**config.mk**
```make
export PLATFORM = sky130hd
export DESIGN_NAME = b2s_sram
export DESIGN_NICKNAME = d
export VERILOG_FILES = /design/src/rtl/b2s_pkg.sv /design/src/rtl/b2s_cmd.sv /design/src/rtl/b2s_wpath.sv /design/src/rtl/b2s_mem.sv /design/src/rtl/b2s_rpath.sv /design/src/rtl/b2s_sram.sv
export SDC_FILE = /design/constraint.sdc
export NUM_CORES = 2
export LEC_CHECK = 0
export BUFFER_PORTS_ARGS = -buffer_cell sky130_fd_sc_hd__buf_2
export CAP_MARGIN = 20
export CORE_AREA = 2 2 437 613
export DETAILED_ROUTE_END_ITERATION = 7
export DIE_AREA = 0 0 439 615
export GPL_ROUTABILITY_DRIVEN = 0
export PLACE_DENSITY_LB_ADDON = 0.25
export REMOVE_ABC_BUFFERS = 1
export SKIP_CTS_REPAIR_TIMING = 1
export SLEW_MARGIN = 10
export SYNTH_ARGS = -nofsm -noshare
export SYNTH_HDL_FRONTEND = slang
export SYNTH_SLANG_ARGS = --single-unit
```
**constraint.sdc**
```tcl
create_clock -name clk_i -period 2.75 [get_ports clk_i]
set_input_delay 0.55 -clock clk_i [delete_from_list [all_inputs] [get_ports clk_i]]
set_output_delay 0.55 -clock clk_i [all_outputs]
set_load 0.02 [all_outputs]
```
**src/rtl/b2s_pkg.sv**
```systemverilog
package b2s_pkg;
  typedef enum logic {
    BEAT_SECOND = 1'b0,
    BEAT_FIRST  = 1'b1
  } beat_e;
endpackage

```
**src/rtl/b2s_cmd.sv**
```systemverilog
module b2s_cmd
  import b2s_pkg::*;
#(
  parameter int unsigned AW = 6
) (
  input  logic          clk_i,
  input  logic          rst_ni,
  input  logic          phase_i,
  input  logic          rd_ni,
  input  logic          wr_ni,
  input  logic [AW-1:0] addr_i,
  output logic          launch_o,
  output logic          fwd_o,
  output logic [AW-1:0] rd_addr_o,
  output logic          wlat_o,
  output logic          commit_o,
  output logic [AW-1:0] waddr_o
);
  beat_e         beat;
  logic          rd_pend_q, wr_pend_q, wc_v_q;
  logic [AW-1:0] rd_addr_q, wa_q, wc_addr_q;

  assign beat      = beat_e'(phase_i);
  assign launch_o  = (beat == BEAT_FIRST) && rd_pend_q;
  assign fwd_o     = rd_pend_q && wr_pend_q && (rd_addr_q == wa_q);
  assign wlat_o    = (beat == BEAT_FIRST) && wr_pend_q;
  assign commit_o  = (beat == BEAT_SECOND) && wc_v_q;
  assign rd_addr_o = rd_addr_q;
  assign waddr_o   = wc_addr_q;

  always_ff @(posedge clk_i or negedge rst_ni) begin
    if (!rst_ni) begin
      rd_pend_q <= 1'b0;
      wr_pend_q <= 1'b0;
      wc_v_q    <= 1'b0;
      rd_addr_q <= '0;
      wa_q      <= '0;
      wc_addr_q <= '0;
    end else if (beat == BEAT_FIRST) begin
      rd_pend_q <= !rd_ni;
      if (!rd_ni) rd_addr_q <= addr_i;
      wr_pend_q <= !wr_ni;
      wc_v_q    <= wr_pend_q;
      wc_addr_q <= wa_q;
    end else begin
      if (wr_pend_q) wa_q <= addr_i;
      wc_v_q <= 1'b0;
    end
  end

  // commit stage only ever spans a second-phase beat
  p_commit_on_b_r4: assert property (@(posedge clk_i) disable iff (!rst_ni)
    wc_v_q |-> !phase_i);
endmodule

```
**src/rtl/b2s_wpath.sv**
```systemverilog
module b2s_wpath #(
  parameter int unsigned DW     = 18,
  parameter int unsigned BYTE_W = 9,
  localparam int unsigned NB    = DW / BYTE_W
) (
  input  logic            clk_i,
  input  logic            rst_ni,
  input  logic            wlat_i,
  input  logic            commit_i,
  input  logic [DW-1:0]   wdata_i,
  input  logic [NB-1:0]   bw_ni,
  output logic [2*NB-1:0] we_o,
  output logic [2*DW-1:0] wword_o
);
  logic [DW-1:0] lo_q;
  logic [NB-1:0] bwlo_n_q;

  always_ff @(posedge clk_i or negedge rst_ni) begin
    if (!rst_ni) begin
      lo_q     <= '0;
      bwlo_n_q <= '1;
    end else if (wlat_i) begin
      lo_q     <= wdata_i;
      bwlo_n_q <= bw_ni;
    end
  end

  assign we_o    = commit_i ? {~bw_ni, ~bwlo_n_q} : '0;
  assign wword_o = {wdata_i, lo_q};

  p_we_only_commit_r5: assert property (@(posedge clk_i) disable iff (!rst_ni)
    (we_o != '0) |-> !wlat_i);
endmodule

```
**src/rtl/b2s_mem.sv**
```systemverilog
module b2s_mem #(
  parameter int unsigned AW     = 6,
  parameter int unsigned WW     = 36,
  parameter int unsigned BYTE_W = 9,
  localparam int unsigned NL    = WW / BYTE_W,
  localparam int unsigned DEPTH = 1 << AW
) (
  input  logic          clk_i,
  input  logic [NL-1:0] we_i,
  input  logic [AW-1:0] waddr_i,
  input  logic [WW-1:0] wword_i,
  input  logic [AW-1:0] raddr_i,
  output logic [WW-1:0] rword_o
);
  logic [WW-1:0] mem_q [DEPTH];

  always_ff @(posedge clk_i) begin
    for (int k = 0; k < int'(NL); k++) begin
      if (we_i[k]) mem_q[waddr_i][k*BYTE_W +: BYTE_W] <= wword_i[k*BYTE_W +: BYTE_W];
    end
  end

  assign rword_o = mem_q[raddr_i];
endmodule

```
**src/rtl/b2s_rpath.sv**
```systemverilog
module b2s_rpath
  import b2s_pkg::*;
#(
  parameter int unsigned DW     = 18,
  parameter int unsigned BYTE_W = 9,
  localparam int unsigned NB    = DW / BYTE_W
) (
  input  logic            clk_i,
  input  logic            rst_ni,
  input  logic            phase_i,
  input  logic            launch_i,
  input  logic            fwd_i,
  input  logic [2*DW-1:0] mem_word_i,
  input  logic [DW-1:0]   wdata_i,
  input  logic [NB-1:0]   bw_ni,
  output logic [DW-1:0]   rdata_o,
  output logic            rvalid_o
);
  beat_e         beat;
  logic [DW-1:0] lo_mix, hi_mix, hold_hi_q;
  logic          lo_beat_q, fwd_q;

  assign beat = beat_e'(phase_i);

  // same-period write bypass, lane by lane
  for (genvar k = 0; k < int'(NB); k++) begin : g_lane
    assign lo_mix[k*BYTE_W +: BYTE_W] = (fwd_i && !bw_ni[k]) ?
      wdata_i[k*BYTE_W +: BYTE_W] : mem_word_i[k*BYTE_W +: BYTE_W];
    assign hi_mix[k*BYTE_W +: BYTE_W] = (fwd_q && !bw_ni[k]) ?
      wdata_i[k*BYTE_W +: BYTE_W] : hold_hi_q[k*BYTE_W +: BYTE_W];
  end

  always_ff @(posedge clk_i or negedge rst_ni) begin
    if (!rst_ni) begin
      rdata_o   <= '0;
      rvalid_o  <= 1'b0;
      hold_hi_q <= '0;
      lo_beat_q <= 1'b0;
      fwd_q     <= 1'b0;
    end else if (beat == BEAT_FIRST) begin
      if (launch_i) begin
        rdata_o   <= lo_mix;
        rvalid_o  <= 1'b1;
        hold_hi_q <= mem_word_i[2*DW-1:DW];
        lo_beat_q <= 1'b1;
        fwd_q     <= fwd_i;
      end else begin
        rdata_o   <= '0;
        rvalid_o  <= 1'b0;
        lo_beat_q <= 1'b0;
        fwd_q     <= 1'b0;
      end
    end else if (lo_beat_q) begin
      rdata_o   <= hi_mix;
      lo_beat_q <= 1'b0;
    end else begin
      rdata_o  <= '0;
      rvalid_o <= 1'b0;
    end
  end

  p_idle_zero_r7: assert property (@(posedge clk_i) disable iff (!rst_ni)
    !rvalid_o |-> (rdata_o == '0));
  p_two_beats_r7: assert property (@(posedge clk_i) disable iff (!rst_ni)
    (rvalid_o && lo_beat_q) |=> (rvalid_o && !lo_beat_q));
  p_lo_after_first_r2: assert property (@(posedge clk_i) disable iff (!rst_ni)
    $rose(rvalid_o) |-> !phase_i);
endmodule

```
**src/rtl/b2s_sram.sv**
```systemverilog
module b2s_sram #(
  parameter int unsigned AW     = 6,
  parameter int unsigned DW     = 18,
  parameter int unsigned BYTE_W = 9,
  localparam int unsigned NB    = DW / BYTE_W,
  localparam int unsigned WW    = 2 * DW
) (
  input  logic          clk_i,
  input  logic          rst_ni,
  input  logic          phase_i,
  input  logic [AW-1:0] addr_i,
  input  logic          rd_ni,
  input  logic          wr_ni,
  input  logic [NB-1:0] bw_ni,
  input  logic [DW-1:0] wdata_i,
  output logic [DW-1:0] rdata_o,
  output logic          rvalid_o
);
  logic            launch, fwd, wlat, commit;
  logic [AW-1:0]   rd_addr, waddr;
  logic [2*NB-1:0] we;
  logic [WW-1:0]   wword, rword;

  b2s_cmd #(.AW(AW)) u_cmd (
    .clk_i, .rst_ni, .phase_i, .rd_ni, .wr_ni, .addr_i,
    .launch_o(launch), .fwd_o(fwd), .rd_addr_o(rd_addr),
    .wlat_o(wlat), .commit_o(commit), .waddr_o(waddr)
  );

  b2s_wpath #(.DW(DW), .BYTE_W(BYTE_W)) u_wpath (
    .clk_i, .rst_ni, .wlat_i(wlat), .commit_i(commit),
    .wdata_i, .bw_ni, .we_o(we), .wword_o(wword)
  );

  b2s_mem #(.AW(AW), .WW(WW), .BYTE_W(BYTE_W)) u_mem (
    .clk_i, .we_i(we), .waddr_i(waddr), .wword_i(wword),
    .raddr_i(rd_addr), .rword_o(rword)
  );

  b2s_rpath #(.DW(DW), .BYTE_W(BYTE_W)) u_rpath (
    .clk_i, .rst_ni, .phase_i, .launch_i(launch), .fwd_i(fwd),
    .mem_word_i(rword), .wdata_i, .bw_ni, .rdata_o, .rvalid_o
  );
endmodule

```
==> impl_metrics.toml <==
[run_status]
status = "complete, but fails checks"
violations = "negative setup slack"

[critical_path]
worstPathCellList = "nand2_1, nor2_1, nand2_1, nor2_1, buf_12"
reg2regPathDepth = 5
arrival_ns = 3.32
r2r_start = "u_cmd.waddr_o[5]"
critical_path_class = "register to register"
critical-path-slowest-cell = "nand2_1"
path_max_fanout = 9
slowest_delay_ns = 0.76
critPathCaptureType = "register"
regToRegSetupSlack_ns = -0.02
cp.required_ns = 3.29
worst_setup_path_start_kind = "register"
r2r-end = "u_mem.mem_q[44][25]"

[sta]
timing.final.crit_share_pct = 101
slew_violations = 0
tightestPinTransition_ns = 1.02
fin_crit_ns = 2.77
setup_slack_ns = -0.0236
fin_skew_ns = 0.0575
timing.fmax_mhz = 361
rsz0062_at_grt = "true"
hold_viol_final = 0
finalSetupViolCount = 16
slew_headroom_pct = 32.1

[clocking]
worstSkewPairLatency_ns = 0.88
cts_tree = "yes"
cts.sinks = 2384
path_clk_slew_ns = 0.07
clockBufferDepth = 4
clockRootBuffer = "clkbuf_16"
h-tree-depth = 4
cts_buffers = 218

[layout]
layout_commonest_cell = "edfxtp_1"
fin_area_sq_mm = 0.110
layout-drive-gt1-share_pct = 31.0
area_growth_pct = 19.2
final_cell_mix = "edfxtp_1, mux4_2, buf_4, nor2_1, mux2i_1"
finalNetCount = 5091

[detailed_routing]
dr.pass1.iters = 6
post_drt_via_cell_ratio = 5.36
dr_total_vias = 46820
drt-total-wl_mm = 270
antenna_left = 0
drc = 0
wl_per_cell_um = 31.0
drtIter0Drc = 4817

[placement]
numPortBuffers = 49
post-place-ws_ns = -0.363
place_hpwl_mm = 182
place_area_sq_mm = 0.102

[synth]
synth.avg_cell_area_sq_um = 21.0
ys_types = 67
yosysTopAreaCellShare_pct = 75.0
synth_top_family_by_area = "multiplexers"
synth_xor_xnor_area_share_pct = 0.0570
synth_fa_ha_area_share_pct = 0
synth_edf_count = 2304
synth_seq_cells = 2384
yosys.area_share.simple_pct = 2.75
yosysSeqAreaShare_pct = 77.2
synth.area.top_cells = "edfxtp_1, mux4_2, mux2i_1"
async_flop_share_pct = 3.36
yosysTopAreaCell = "edfxtp_1"
ys.flop_type = "edfxtp_1"
yosysWarnings = 0
synth_compound_area_share_pct = 2.81
syn_area_sq_mm = 0.0923
netlist_instances = 4394
synth_mux_area_share_pct = 15.7

[die]
fp.dieH_um = 615
rows = 224
io_pins = 50
die_x_um = 439
core_area_sq_mm = 0.265
dieArea_sq_mm = 0.270
initial_core_util_pct = 34.8

[hold_path]
holdCritStartpoint = "wdata_i[7]"
worstHoldPathCells = 1
whs_endpoint = "u_mem.mem_q[15][25]"
hold_path.class = "input pin to register"

[global_routing]
grt_pass1_vias = 47550
grt_max_degree = 67
overflow = 0
grt_pass1_wl_mm = 376
antenna_found_initial = 7
grt.total_usage_pct = 19.6

[pwr]
powerDensity_mw_per_mm2 = 744
total_power_uw = 81700
leakage_uw = 0.0355
peakVddDrop_mv = 0.446

[run]
max_cap_viol_count = 0
==> final cells by class <==
| class | instances | area [sq um] |
|---|---|---|
| antenna | 2 | 5.00 |
| clock buffer | 288 | 5920 |
| clock inverter | 105 | 925 |
| fill | 23118 | 155000 |
| inverter | 8 | 30.0 |
| multi-input combinational | 1749 | 19900 |
| sequential | 2384 | 71200 |
| tap | 3503 | 4380 |
| timing repair buffer | 699 | 7590 |
==> worst max path at each step <==
stage	start	to	slack (ns)	cells after the start
CTS	u_cmd.rd_addr_o[0]	u_rpath.rdata_o[15]	-0.36	8
floorplan	u_cmd.rd_addr_o[0]	u_rpath.rdata_o[10]	-21.61	6
global route	u_cmd.waddr_o[5]	u_mem.mem_q[44][19]	-0.05	5
global placement	u_cmd.rd_addr_o[0]	u_rpath.rdata_o[15]	-0.38	8
finish	u_cmd.waddr_o[5]	u_mem.mem_q[44][25]	-0.02	5
detailed placement	u_cmd.rd_addr_o[0]	u_rpath.rdata_o[15]	-0.36	8
==> synthesized netlist by cell type, drive strengths merged (3+ instances only) <==
cell     instances
a222oi           5
and2             5
nand2          135
a22o            31
o22a             6
a21o             3
nor2b           18
o21ai           25
mux2            39
nor2           291
a32oi           10
o22ai           17
a22oi          155
and3             6
nand2b           7
a31oi           25
clkbuf          90
o221ai           4
nand4            6
a21oi           24
xnor2            3
nand3           80
dfrtp           78
a2111oi          4
a221oi          21
xor2             3
buf            163
and3b            5
mux2i          265
edfxtp        2304
mux4           506
o211ai           3
inv              7
nor3            13
nor3b            9
==> per-layer routing <==
| metal | track usage (%) | part of all wire [%] | wire length, um |
|---|---|---|---|
| met2 | 35.1 | 53 | 143000 |
| met1 | 24.2 | 38 | 104000 |
| met4 | 7.11 | 3.8 | 10400 |
| met3 | 2.41 | 4.9 | 13100 |
| met5 | 0 | 0.015 | 41 |
==> power by group <==
group / internal [uW] / switching, uW
registers: 41000 / 814
logic: 4250 / 5880
clock network: 16500 / 13300
total: 61800 / 20000
==> flip-flops by register name (all words and copies together) (netlist names), 2 cells and up <==
| signal | count |
|---|---|
| u_cmd.wa_q | 6 |
| u_cmd.waddr_o | 6 |
| u_rpath.rdata_o | 18 |
| u_cmd.rd_addr_o | 6 |
| u_wpath.lo_q | 18 |
| u_wpath.bwlo_n_q | 2 |
| u_rpath.hold_hi_q | 18 |
| u_mem.mem_q | 2304 |
==> critical path, delay by kind of cell (launching register included) <==
kind / cells / cell delay, ns
DFF: 1 / 0.53
buffers and inverters: 1 / 0.19
and+or+nand+nor: 4 / 1.71
==> through the flow <==
| stage | utilization, % | hold slack [ns] | TNS (ns) | cells |
|---|---|---|---|---|
| floorplan | - | 0.254 | -766.17 | 4141 |
| global placement | 38.7 | 0.468 | -1.93 | 8312 |
| detailed placement | 38.7 | 0.481 | -1.84 | 8313 |
| CTS | 41.3 | -0.456 | -2.16 | 8706 |
| global route | 41.5 | 0.0421 | -1.41 | 8737 |
| finish | 41.5 | 0.0774 | -0.202 | 8738 |
==> cells by family after synthesis <==
logic type | after synthesis
buffers and inverters | 261
and+or+nand+nor | 584
DFF | 2384
muxes | 810
AOI/OAI and AO/OA | 349
xor gates and xnor gates | 6
Note: power is estimated with default switching activity, not from simulation.
